===== config.mk =====
export PLATFORM = sky130hd
export DESIGN_NAME = lockbit_verify_seq
export DESIGN_NICKNAME = d
export VERILOG_FILES = /design/src/rtl/lbs_pkg.sv /design/src/rtl/lbs_wait_timer.sv /design/src/rtl/lbs_bus_engine.sv /design/src/rtl/lbs_controller.sv /design/src/rtl/lockbit_verify_seq.sv
export SDC_FILE = /design/constraint.sdc
export NUM_CORES = 1
export LEC_CHECK = 0
export BUFFER_PORTS_ARGS = -buffer_cell sky130_fd_sc_hd__buf_4
export CORE_MARGIN = 5
export CORE_UTILIZATION = 55
export DETAILED_ROUTE_END_ITERATION = 10
export PLACE_DENSITY = 0.82
export SLEW_MARGIN = 20
export SYNTH_ARGS = -nofsm -noshare
export SYNTH_HDL_FRONTEND = slang
export SYNTH_SLANG_ARGS = --single-unit

===== constraint.sdc =====
create_clock -name clk -period 1.9 [get_ports clk]
set_clock_uncertainty 0.1 [all_clocks]
set_input_delay 0.095 -clock clk [delete_from_list [all_inputs] [get_ports clk]]
set_output_delay 0.095 -clock clk [all_outputs]
set_load 0.02 [all_outputs]

===== src/rtl/lbs_pkg.sv =====
package lbs_pkg;

    localparam int BUS_AW = 20;
    localparam int BUS_DW = 16;

    typedef enum logic {
        OP_PROGRAM = 1'b0,
        OP_ERASE   = 1'b1
    } lock_op_e;

    typedef enum logic [2:0] {
        ST_IDLE,
        ST_CMD,
        ST_WAIT,
        ST_VER_W,
        ST_VER_R,
        ST_JUDGE,
        ST_RESET,
        ST_DONE
    } seq_state_e;

    typedef enum logic [1:0] {
        PH_IDLE,
        PH_SETUP,
        PH_ACTIVE,
        PH_HOLD
    } bus_phase_e;

    typedef enum logic {
        PASS_PREPROG,
        PASS_MAIN
    } pass_kind_e;

    typedef struct packed {
        logic              rd;
        logic [BUS_AW-1:0] addr;
        logic [BUS_DW-1:0] data;
    } bus_req_t;

    function automatic int us_to_cycles(input int clk_hz, input int us);
        return (clk_hz / 1_000_000) * us;
    endfunction

    function automatic int max_of(input int a, input int b);
        return (a > b) ? a : b;
    endfunction

    function automatic logic [BUS_DW-1:0] byte_word(input logic [7:0] code);
        return {{(BUS_DW-8){1'b0}}, code};
    endfunction

endpackage


===== src/rtl/lbs_wait_timer.sv =====
module lbs_wait_timer #(
    parameter int W = 16
) (
    input  logic         clk,
    input  logic         rst,
    input  logic         start,
    input  logic [W-1:0] len,
    output logic         fin
);
    logic [W-1:0] cnt;
    logic         run;

    always_ff @(posedge clk) begin
        if (rst) begin
            cnt <= '0;
            run <= 1'b0;
            fin <= 1'b0;
        end else begin
            fin <= 1'b0;
            if (start) begin
                cnt <= len;
                run <= 1'b1;
            end else if (run) begin
                cnt <= cnt - 1'b1;
                if (cnt == W'(1)) begin
                    run <= 1'b0;
                    fin <= 1'b1;
                end
            end
        end
    end

    assert_len_nonzero_R4: assert property (@(posedge clk) disable iff (rst)
        start |-> (len != '0));

    assert_no_restart_R4: assert property (@(posedge clk) disable iff (rst)
        start |-> !run);
endmodule


===== src/rtl/lbs_bus_engine.sv =====
module lbs_bus_engine
    import lbs_pkg::*;
#(
    parameter int SETUP_CYC = 1,
    parameter int PULSE_CYC = 2,
    parameter int HOLD_CYC  = 1,
    parameter int READ_CYC  = 2
) (
    input  logic              clk,
    input  logic              rst,
    input  logic              go,
    input  bus_req_t          req,
    output logic              done,
    output logic [BUS_DW-1:0] rdata,
    output logic [BUS_AW-1:0] f_addr,
    output logic [BUS_DW-1:0] f_dq_out,
    output logic              f_dq_oe,
    input  logic [BUS_DW-1:0] f_dq_in,
    output logic              f_we_n,
    output logic              f_oe_n,
    output logic              f_ce_n
);
    localparam int CMAX  = max_of(max_of(SETUP_CYC, PULSE_CYC), max_of(HOLD_CYC, READ_CYC));
    localparam int CNT_W = $clog2(CMAX + 1);

    bus_phase_e       phase;
    logic [CNT_W-1:0] cnt;
    logic             is_rd;

    always_ff @(posedge clk) begin
        if (rst) begin
            phase    <= PH_IDLE;
            cnt      <= '0;
            is_rd    <= 1'b0;
            done     <= 1'b0;
            rdata    <= '0;
            f_addr   <= '0;
            f_dq_out <= '0;
            f_dq_oe  <= 1'b0;
            f_we_n   <= 1'b1;
            f_oe_n   <= 1'b1;
            f_ce_n   <= 1'b1;
        end else begin
            done <= 1'b0;
            case (phase)
                PH_IDLE: begin
                    if (go) begin
                        phase  <= PH_SETUP;
                        cnt    <= CNT_W'(SETUP_CYC - 1);
                        is_rd  <= req.rd;
                        f_addr <= req.addr;
                        f_ce_n <= 1'b0;
                        if (!req.rd) begin
                            f_dq_out <= req.data;
                            f_dq_oe  <= 1'b1;
                        end
                    end
                end
                PH_SETUP: begin
                    if (cnt == '0) begin
                        phase <= PH_ACTIVE;
                        if (is_rd) begin
                            cnt    <= CNT_W'(READ_CYC - 1);
                            f_oe_n <= 1'b0;
                        end else begin
                            cnt    <= CNT_W'(PULSE_CYC - 1);
                            f_we_n <= 1'b0;
                        end
                    end else begin
                        cnt <= cnt - 1'b1;
                    end
                end
                PH_ACTIVE: begin
                    if (cnt == '0) begin
                        phase  <= PH_HOLD;
                        cnt    <= CNT_W'(HOLD_CYC - 1);
                        f_we_n <= 1'b1;
                        f_oe_n <= 1'b1;
                        if (is_rd) rdata <= f_dq_in;
                    end else begin
                        cnt <= cnt - 1'b1;
                    end
                end
                default: begin
                    if (cnt == '0) begin
                        phase   <= PH_IDLE;
                        done    <= 1'b1;
                        f_ce_n  <= 1'b1;
                        f_dq_oe <= 1'b0;
                    end else begin
                        cnt <= cnt - 1'b1;
                    end
                end
            endcase
        end
    end

    assert_strobe_excl_R3: assert property (@(posedge clk) disable iff (rst)
        !(!f_we_n && !f_oe_n));

    assert_ce_covers_we_R3: assert property (@(posedge clk) disable iff (rst)
        !f_we_n |-> !f_ce_n);

    assert_we_bus_stable_R3: assert property (@(posedge clk) disable iff (rst)
        !f_we_n |-> ($stable(f_addr) && $stable(f_dq_out) && f_dq_oe));

    assert_go_when_idle_R3: assert property (@(posedge clk) disable iff (rst)
        go |-> (phase == PH_IDLE));
endmodule


===== src/rtl/lbs_controller.sv =====
module lbs_controller
    import lbs_pkg::*;
#(
    parameter int         NUM_LOCKS  = 8,
    parameter int         LOCK_SHIFT = 12,
    parameter int         RETRY_MAX  = 4,
    parameter int         WAIT_W     = 16,
    parameter int         PROG_CYC   = 5000,
    parameter int         ERASE_CYC  = 60000,
    parameter logic [7:0] UNLOCK_A   = 8'hAA,
    parameter logic [7:0] UNLOCK_B   = 8'h55,
    parameter logic [7:0] ENTRY_OP   = 8'hC0,
    parameter logic [7:0] PROG_OP    = 8'hA0,
    parameter logic [7:0] ERASE_OP   = 8'h80,
    parameter logic [7:0] VERIFY_OP  = 8'h40,
    parameter logic [7:0] RESET_OP   = 8'hF0
) (
    input  logic              clk,
    input  logic              rst,
    input  logic              start,
    input  lock_op_e          op,
    input  logic [BUS_AW-1:0] addr,
    output logic              busy,
    output logic              done,
    output logic              fail,
    output logic              eng_go,
    output bus_req_t          eng_req,
    input  logic              eng_done,
    input  logic [BUS_DW-1:0] eng_rdata,
    output logic              tmr_start,
    output logic [WAIT_W-1:0] tmr_len,
    input  logic              tmr_fin
);
    localparam int IDX_W = (NUM_LOCKS > 1) ? $clog2(NUM_LOCKS) : 1;
    localparam int TRY_W = $clog2(RETRY_MAX + 1);
    localparam logic [BUS_AW-1:0] ADDR_U1 = BUS_AW'(12'h555);
    localparam logic [BUS_AW-1:0] ADDR_U2 = BUS_AW'(12'h2AA);

    seq_state_e        state;
    pass_kind_e        pass;
    lock_op_e          op_q;
    logic [BUS_AW-1:0] addr_q;
    logic [IDX_W-1:0]  idx;
    logic [1:0]        step;
    logic [TRY_W-1:0]  tries;
    logic              launched;
    logic              rd_bit;
    logic              erase_pass;
    logic              verify_ok;
    logic [BUS_AW-1:0] lock_addr;
    logic [BUS_AW-1:0] preprog_addr;

    generate
        if (NUM_LOCKS > 1) begin : g_multi
            assign preprog_addr = BUS_AW'(idx) << LOCK_SHIFT;
        end else begin : g_single
            assign preprog_addr = '0;
        end
    endgenerate

    assign erase_pass = (pass == PASS_MAIN) && (op_q == OP_ERASE);
    assign lock_addr  = (pass == PASS_PREPROG) ? preprog_addr :
                        (op_q == OP_ERASE)     ? '0 : addr_q;
    assign verify_ok  = (rd_bit == !erase_pass);

    always_comb begin
        eng_req = '{rd: 1'b0, addr: '0, data: '0};
        case (state)
            ST_CMD: begin
                case (step)
                    2'd0:    eng_req = '{rd: 1'b0, addr: ADDR_U1, data: byte_word(UNLOCK_A)};
                    2'd1:    eng_req = '{rd: 1'b0, addr: ADDR_U2, data: byte_word(UNLOCK_B)};
                    2'd2:    eng_req = '{rd: 1'b0, addr: ADDR_U1, data: byte_word(ENTRY_OP)};
                    default: eng_req = '{rd: 1'b0, addr: lock_addr,
                                         data: byte_word(erase_pass ? ERASE_OP : PROG_OP)};
                endcase
            end
            ST_VER_W: eng_req = '{rd: 1'b0, addr: lock_addr, data: byte_word(VERIFY_OP)};
            ST_VER_R: eng_req = '{rd: 1'b1, addr: lock_addr, data: '0};
            ST_RESET: eng_req = '{rd: 1'b0, addr: '0, data: byte_word(RESET_OP)};
            default:  eng_req = '{rd: 1'b0, addr: '0, data: '0};
        endcase
    end

    assign eng_go = !launched && ((state == ST_CMD) || (state == ST_VER_W) ||
                                  (state == ST_VER_R) || (state == ST_RESET));
    assign tmr_start = (state == ST_CMD) && eng_done && (step == 2'd3);
    assign tmr_len   = erase_pass ? WAIT_W'(ERASE_CYC) : WAIT_W'(PROG_CYC);

    always_ff @(posedge clk) begin
        if (rst) begin
            state    <= ST_IDLE;
            pass     <= PASS_MAIN;
            op_q     <= OP_PROGRAM;
            addr_q   <= '0;
            idx      <= '0;
            step     <= '0;
            tries    <= '0;
            launched <= 1'b0;
            rd_bit   <= 1'b0;
            busy     <= 1'b0;
            done     <= 1'b0;
            fail     <= 1'b0;
        end else begin
            done <= 1'b0;
            if (eng_go)        launched <= 1'b1;
            else if (eng_done) launched <= 1'b0;
            case (state)
                ST_IDLE: begin
                    if (start) begin
                        op_q   <= op;
                        addr_q <= addr;
                        idx    <= '0;
                        step   <= '0;
                        tries  <= '0;
                        pass   <= (op == OP_ERASE) ? PASS_PREPROG : PASS_MAIN;
                        fail   <= 1'b0;
                        busy   <= 1'b1;
                        state  <= ST_CMD;
                    end
                end
                ST_CMD: begin
                    if (eng_done) begin
                        if (step == 2'd3) state <= ST_WAIT;
                        else              step  <= step + 1'b1;
                    end
                end
                ST_WAIT:  if (tmr_fin)  state <= ST_VER_W;
                ST_VER_W: if (eng_done) state <= ST_VER_R;
                ST_VER_R: begin
                    if (eng_done) begin
                        rd_bit <= eng_rdata[0];
                        state  <= ST_JUDGE;
                    end
                end
                ST_JUDGE: begin
                    step <= '0;
                    if (verify_ok) begin
                        tries <= '0;
                        if (pass == PASS_PREPROG) begin
                            if (idx == IDX_W'(NUM_LOCKS - 1)) pass <= PASS_MAIN;
                            else                              idx  <= idx + 1'b1;
                            state <= ST_CMD;
                        end else begin
                            state <= ST_RESET;
                        end
                    end else if (tries == TRY_W'(RETRY_MAX - 1)) begin
                        fail  <= 1'b1;
                        state <= ST_RESET;
                    end else begin
                        tries <= tries + 1'b1;
                        state <= ST_CMD;
                    end
                end
                ST_RESET: if (eng_done) state <= ST_DONE;
                default: begin
                    done  <= 1'b1;
                    busy  <= 1'b0;
                    state <= ST_IDLE;
                end
            endcase
        end
    end

    assert_done_pulse_R9: assert property (@(posedge clk) disable iff (rst)
        done |=> !done);

    assert_busy_after_start_R11: assert property (@(posedge clk) disable iff (rst)
        (start && !busy) |=> busy);

    assert_done_not_busy_R11: assert property (@(posedge clk) disable iff (rst)
        done |-> !busy);

    assert_tries_bound_R7: assert property (@(posedge clk) disable iff (rst)
        tries < TRY_W'(RETRY_MAX));

    assert_ignore_start_R10: assert property (@(posedge clk) disable iff (rst)
        (busy && start) |=> ($stable(op_q) && $stable(addr_q)));
endmodule


===== src/rtl/lockbit_verify_seq.sv =====
module lockbit_verify_seq
    import lbs_pkg::*;
#(
    parameter int         CLK_FREQ_HZ   = 50_000_000,
    parameter int         PROG_WAIT_US  = 100,
    parameter int         ERASE_WAIT_US = 1200,
    parameter int         RETRY_MAX     = 4,
    parameter int         NUM_LOCKS     = 8,
    parameter int         LOCK_SHIFT    = 12,
    parameter int         SETUP_CYC     = 1,
    parameter int         PULSE_CYC     = 2,
    parameter int         HOLD_CYC      = 1,
    parameter int         READ_CYC      = 2,
    parameter logic [7:0] UNLOCK_A      = 8'hAA,
    parameter logic [7:0] UNLOCK_B      = 8'h55,
    parameter logic [7:0] ENTRY_OP      = 8'hC0,
    parameter logic [7:0] PROG_OP       = 8'hA0,
    parameter logic [7:0] ERASE_OP      = 8'h80,
    parameter logic [7:0] VERIFY_OP     = 8'h40,
    parameter logic [7:0] RESET_OP      = 8'hF0
) (
    input  logic              clk,
    input  logic              rst,
    input  logic              start,
    input  logic              op_erase,
    input  logic [BUS_AW-1:0] req_addr,
    output logic              busy,
    output logic              done,
    output logic              fail,
    output logic [BUS_AW-1:0] f_addr,
    output logic [BUS_DW-1:0] f_dq_out,
    output logic              f_dq_oe,
    input  logic [BUS_DW-1:0] f_dq_in,
    output logic              f_we_n,
    output logic              f_oe_n,
    output logic              f_ce_n
);
    localparam int PROG_CYC  = us_to_cycles(CLK_FREQ_HZ, PROG_WAIT_US);
    localparam int ERASE_CYC = us_to_cycles(CLK_FREQ_HZ, ERASE_WAIT_US);
    localparam int WAIT_W    = $clog2(max_of(PROG_CYC, ERASE_CYC) + 1);

    logic              eng_go;
    bus_req_t          eng_req;
    logic              eng_done;
    logic [BUS_DW-1:0] eng_rdata;
    logic              tmr_start;
    logic [WAIT_W-1:0] tmr_len;
    logic              tmr_fin;

    lbs_controller #(
        .NUM_LOCKS(NUM_LOCKS), .LOCK_SHIFT(LOCK_SHIFT), .RETRY_MAX(RETRY_MAX),
        .WAIT_W(WAIT_W), .PROG_CYC(PROG_CYC), .ERASE_CYC(ERASE_CYC),
        .UNLOCK_A(UNLOCK_A), .UNLOCK_B(UNLOCK_B), .ENTRY_OP(ENTRY_OP),
        .PROG_OP(PROG_OP), .ERASE_OP(ERASE_OP), .VERIFY_OP(VERIFY_OP),
        .RESET_OP(RESET_OP)
    ) u_ctrl (
        .clk(clk), .rst(rst), .start(start),
        .op(op_erase ? OP_ERASE : OP_PROGRAM), .addr(req_addr),
        .busy(busy), .done(done), .fail(fail),
        .eng_go(eng_go), .eng_req(eng_req), .eng_done(eng_done), .eng_rdata(eng_rdata),
        .tmr_start(tmr_start), .tmr_len(tmr_len), .tmr_fin(tmr_fin)
    );

    lbs_bus_engine #(
        .SETUP_CYC(SETUP_CYC), .PULSE_CYC(PULSE_CYC),
        .HOLD_CYC(HOLD_CYC), .READ_CYC(READ_CYC)
    ) u_bus (
        .clk(clk), .rst(rst), .go(eng_go), .req(eng_req),
        .done(eng_done), .rdata(eng_rdata),
        .f_addr(f_addr), .f_dq_out(f_dq_out), .f_dq_oe(f_dq_oe), .f_dq_in(f_dq_in),
        .f_we_n(f_we_n), .f_oe_n(f_oe_n), .f_ce_n(f_ce_n)
    );

    lbs_wait_timer #(.W(WAIT_W)) u_timer (
        .clk(clk), .rst(rst), .start(tmr_start), .len(tmr_len), .fin(tmr_fin)
    );

    assert_idle_bus_R1: assert property (@(posedge clk) disable iff (rst)
        !busy |-> (f_we_n && f_oe_n));
endmodule


## Word-level counts from Yosys, hierarchy flattened

Cells that the tools add are included.

- Word-level logic and storage cells: 188
- Bits of input ports: 40
- Bits in registers: 103

- Muxes and demuxes: 75
- Bitwise gates (word level): 4
- Reductions and logical operators: 42
- $add $sub $neg: 5
- Eq/ne operators: 36

Operators with widths:

| cell | number |
|---|---|
| 37-bit case mux with 4 select lines | 1 |
| 36-bit case mux with 3 select lines | 1 |
| 16-bit 2-to-1 mux | 3 |
| 3-bit 2-to-1 mux | 16 |
| 20-bit 2-to-1 mux | 2 |
| 1-bit 2-to-1 mux | 27 |
| 4-bit AND reduction | 6 |
| 2-bit 2-to-1 mux | 11 |
| 3-bit case mux with 7 select lines | 1 |
| 2-bit by 1-bit inequality test with 1-bit output (second input constant) | 10 |
| 2-bit inequality test (second input constant) | 9 |
| 2-bit case mux with 3 select lines | 3 |
| 16-bit by 1-bit == test with 1-bit output (second input constant) | 1 |
| 16-bit by 1-bit subtractor with 16-bit output (second input constant) | 1 |
| 3-bit AND reduction | 5 |
| 1-bit case mux with 2 select lines | 7 |
| 3-bit == test (second input constant) | 4 |
| 3-bit case mux with 2 select lines | 2 |
| 2-bit AND reduction | 5 |
| 2-bit nonzero test | 5 |
| 3-bit by 2-bit == test with 1-bit output (second input constant) | 3 |
| 7-bit AND reduction | 1 |
| 7-bit OR reduction | 1 |
| 3-bit by 1-bit adder with 3-bit output (second input constant) | 2 |
| other kinds (21) | 35 |

## Longest topological paths before layout

- Word-level depth: 7
- Gate-level depth with buffers: 7
- Mapped depth without buffers: 6

## Hierarchy

Synthesis repeated with hierarchy kept, for this count alone.

- Cell total of the unflattened synthesis: 717
- Area total of the unflattened synthesis: 5,739.3 µm²

Modules (own cells, without submodules):

| module | sequential area each (µm²) | cells each | instances | area an instance (µm²) |
|---|---|---|---|---|
| lbs_bus_engine | 1,241.2 | 304 | 1 | 2,488.6 |
| lbs_controller | 760.7 | 302 | 1 | 2,306.0 |
| lbs_wait_timer | 360.3 | 111 | 1 | 944.7 |

## Worst setup path before layout

OpenSTA, ideal clock, no wires.

- Path type: reg2reg
- Start point: register u_ctrl.step[0]
- End point: register u_bus.f_addr[14]
- Clock period less this slack: 1.701 ns
- Stages on the path, launching flop included: 8
- Data arrival time: 1.527 ns
- Setup slack: 0.199 ns
- Cell sequence: dfxtp_1 -> ha_1 -> clkbuf_1 -> nor2_1 -> o21ai_1 -> buf_2 -> nand3_1 -> a31oi_1

- Longest elaborated chain between the ends: 3
- Elaborated cells between the ends (all ways): 5

Ends and longest elaborated chain:

| item | line | text |
|---|---|---|
| start: declaration | lbs_controller.sv:44 | `logic [1:0] step;` |
| start signal: assignment | lbs_controller.sv:125 | `else step <= step + 1'b1;` |
| 2-bit == test (tied with other cells) | lbs_controller.sv:70 | `case (step)` |
| 36-bit case mux with 3 select lines (*) | lbs_controller.sv:70 |  |
| 37-bit case mux with 4 select lines (*) | lbs_controller.sv:68 | `case (state)` |
| end signal: assignment | lbs_bus_engine.sv:51 | `f_addr <= req.addr;` |
| end: declaration | lbs_bus_engine.sv:15 | `output logic [BUS_AW-1:0] f_addr,` |

Mark *: on every way between the ends. The rest lies on a longest branch, timed or not.
A chain may end at the register's enable or synchronous reset.

## Final worst setup path

- Start point: register u_ctrl.state[0]
- End point: register u_ctrl.addr_q[10]

- Longest elaborated chain between the ends: 2

Ends and longest elaborated chain:

| item | line | text |
|---|---|---|
| start: declaration | lbs_controller.sv:39 | `seq_state_e state;` |
| start signal: assignment | lbs_controller.sv:92 | `state <= ST_IDLE;` |
| start signal: assignment | lbs_controller.sv:119 | `state <= ST_CMD;` |
| start signal: assignment | lbs_controller.sv:124 | `if (step == 2'd3) state <= ST_WAIT;` |
| 3-bit zero test | lbs_controller.sv:108 | `case (state)` |
| 2-bit AND reduction (no line) | - |  |
| end signal: assignment | lbs_controller.sv:112 | `addr_q <= addr;` |
| end: declaration | lbs_controller.sv:42 | `logic [BUS_AW-1:0] addr_q;` |

No other way between the ends.

==> flow_summary_export.csv <==
group,metric,value,unit
outcome,status,"finished, final reports clean",
routing,drc,0,
critical_path,critPathKind,"reg -> reg",
critical_path,crit_required,2.04,ns
place,dpl-instance-area,5080,µm²
finish,syn2layout_area_growth,25.2,%
sta,setup_ws,0.0919,ns
finish,utilization,71.0,%
clocking,cts-root-buf,"clkbuf_8",
routing,postRouteAntennaNets,0,
sta,whs,0.185,ns
power,total_power,4.99,mW
floorplan,fp.dieH,99.8,µm
global_route,gr-total-overflow,0,
finish,fill_cells,613,
min_path,min_path_cells,4,
logic_synthesis,synth_flop_cell,"dfxtp_1",
clocking,cts_buffer_depth,2,
routing,routedWlPerCell,16.0,µm
finish,regArea,1860,µm²
finish,multiInputGateArea,2390,µm²
logic_synthesis,syn_avg_cell_area,8.47,µm²
place,dp_worst_setup_slack,0.0596,ns
sta,min_period,1.81,ns
logic_synthesis,synthDistinctLibCells,60,
routing,viasPerCell,5.74,
clocking,numCtsBuffers,9,
logic_synthesis,synth_top_area_share,42.0,%
critical_path,crit_fanout,12,
logic_synthesis,syn_area,4430,µm²
logic_synthesis,syn_inst,523,
floorplan,io-pin-count,83,
finish,design_area,5550,µm²
sta,drv_slew,0,
critical_path,crit_path_end_kind,"flop",
power,p_leak,2.26,nW
place,routabilityCongestion,0.867,
sta,setup_violations,0,
logic_synthesis,synthTopCellsByArea,"dfxtp_1 42%, a21oi_1 7.2%, nand2_1 6.2%, ha_1 5.4%, nor2_1 2.9%",
critical_path,startpoint_type,"flop",
logic_synthesis,yosys.area.top_type,"dfxtp_1",
clocking,htreeDepth,3,
sta,rsz0062_at_grt,"false",
critical_path,r2r_cells,5,
global_route,antenna_found_initial,0,
floorplan,start_util,56.8,%
place,io_buffers,59,
sta,slew_headroom,61.9,%
clocking,cts_tree,"done",
logic_synthesis,ys_ff_latch,93,
sta,hold_viol_final,0,
finish,nNetsFinal,673,
sta,tightest_slew,0.566,ns
sta,timing.final.crit_share,95.2,%
power,powerDensity,900,nW/µm²
critical_path,crit_arrival,1.95,ns
clocking,clock-sinks,93,
floorplan,fp-row-count,32,
global_route,grt_start_max_net_pins,36,
floorplan,fp.dieW,99.8,µm
sta,fmax,0.553,GHz
clocking,clkTransAtPathRegs,0.10,ns
power,ir_worst_vdd,0.512,mV
logic_synthesis,yosys_warnings,0,
floorplan,die-area,9950,µm²
place,place_hpwl,7680,µm
logic_synthesis,seq_area_frac_synth,42.0,%
logic_synthesis,async_flop_share,0,%
finish,layout_commonest_cell,"dfxtp_1",
logic_synthesis,synth_enable_flop_cells,0,
place,placed_cells,682,
routing,vias,4145,
routing,drt-pass1-iter-count,5,
finish,layout-drive-gt1-share,21.0,%
global_route,grt_use_total,22.7,%
routing,routed_wirelength,11500,µm
global_route,grt_pass1_wl,18500,µm
floorplan,core_area,7810,µm²
global_route,grt_pass1_vias,4008,
finish,final_cell_mix,"91 x dfxtp_1, 89 x buf_4, 73 x nand2_1",
sta,tns,0,ns
routing,first_iter_violations,274,
clocking,insertion_delay,0.36,ns
min_path,min_path_type,"in -> reg",
job,max-cap-violations,0,
finish,finalNonFillerCells,722,
## kinds of logic (layout without fill, tap and decap cells)
family / count (synthesis) / in the layout / share of synthesized area (%)
AOI/OAI and AO/OA: 134 / 134 / 17.9
xor gates and xnor gates: 15 / 15 / 2.96
adders and majority gates: 19 / 19 / 5.36
buffers and inverters: 54 / 143 / 5.84
DFF: 93 / 93 / 42.0
muxes: 11 / 11 / 2.51
other: 1 / 9 / 0.0846
and+or+nand+nor: 196 / 196 / 23.3
## flip-flops by register name (all words and copies together) (netlist names), 2 cells and up
| signal | count |
|---|---|
| u_timer.cnt | 16 |
| u_ctrl.tries | 3 |
| u_ctrl.step | 2 |
| u_bus.f_addr | 20 |
| u_ctrl.state | 3 |
| u_bus.f_dq_out | 6 |
| u_ctrl.addr_q | 20 |
| u_ctrl.idx | 3 |
| u_bus.phase | 2 |
| u_bus.cnt | 2 |
## routing by layer
layer / global-route usage (%) / wire, µm / vias to the layer above
met5: 0 / 0 / -
met4: 9.24 / 255 / 0
met3: 3.58 / 538 / 25
met2: 39.5 / 5900 / 143
met1: 27.8 / 4850 / 1977
li1: - / - / 2000
## cells in the mapped netlist, types with 3 or more instances
| library cell | count |
|---|---|
| buf_2 | 9 |
| mux2i_1 | 10 |
| nand2_1 | 73 |
| xor2_1 | 6 |
| o21ai_0 | 24 |
| buf_4 | 12 |
| nand4_1 | 9 |
| nand3_1 | 11 |
| ha_1 | 19 |
| nor4_1 | 6 |
| clkbuf_1 | 17 |
| xnor2_1 | 9 |
| nor2b_1 | 6 |
| inv_1 | 14 |
| a21oi_1 | 64 |
| o21a_1 | 3 |
| nor3_1 | 9 |
| nand2b_1 | 9 |
| nor2_1 | 34 |
| dfxtp_1 | 93 |
| and3_1 | 3 |
| or3b_1 | 3 |
| a22o_1 | 4 |
| nor3b_1 | 4 |
| nand3b_1 | 6 |
| nor4_2 | 3 |
| and2_1 | 5 |
| o21ai_1 | 6 |
| a31oi_1 | 6 |
| a211oi_1 | 4 |
| a21o_1 | 5 |
## path summary, 6_finish.rpt
| path | start | endpoint | slack (ns) |
|---|---|---|---|
| setup / recovery | u_ctrl.state[0] | u_ctrl.addr_q[10] | 0.09 |
| hold / removal | start | u_ctrl.state[0] | 0.19 |
| setup reg to reg | u_ctrl.state[0] | u_ctrl.addr_q[10] | 0.09 |
| hold reg to reg | u_bus.f_addr[11] | u_bus.f_addr[11] | 0.36 |
## what timing repair did
item | 4_1_cts | 5_1_grt
setup buffers | 0 | 0
resized for setup | 1 | 9
hold buffers | 23 | 0
endpoints found under the hold margin | 31 | 0
setup endpoints to repair | 1 | 15
## cell type report
| class | instances | share of cell area [%] |
|---|---|---|
| Clock buffer | 10 | 2.48 |
| Timing Repair Buffer | 113 | 16.6 |
| Inverter | 14 | 0.947 |
| Multi-Input combinational cell | 383 | 43.1 |
| Tap cell | 102 | 2.30 |
| Antenna cell | 1 | 0.0451 |
| Sequential cell | 93 | 33.6 |
| Clock inverter | 6 | 0.970 |
## worst max-delay path: stages, from the launching register on
cell     delay (ns)
dfxtp_1        0.39
buf_4          0.20
or4b_1         0.60
buf_4          0.22
nand2_1        0.09
a21oi_1        0.07
## power breakdown
part	leakage [nW]	switching, mW	internal (mW)
logic	1.40	0.788	0.614
registers	0.758	0.151	2.12
clock network	0.0958	0.773	0.538
total	2.26	1.71	3.28
(Power assumes the default switching activity.)
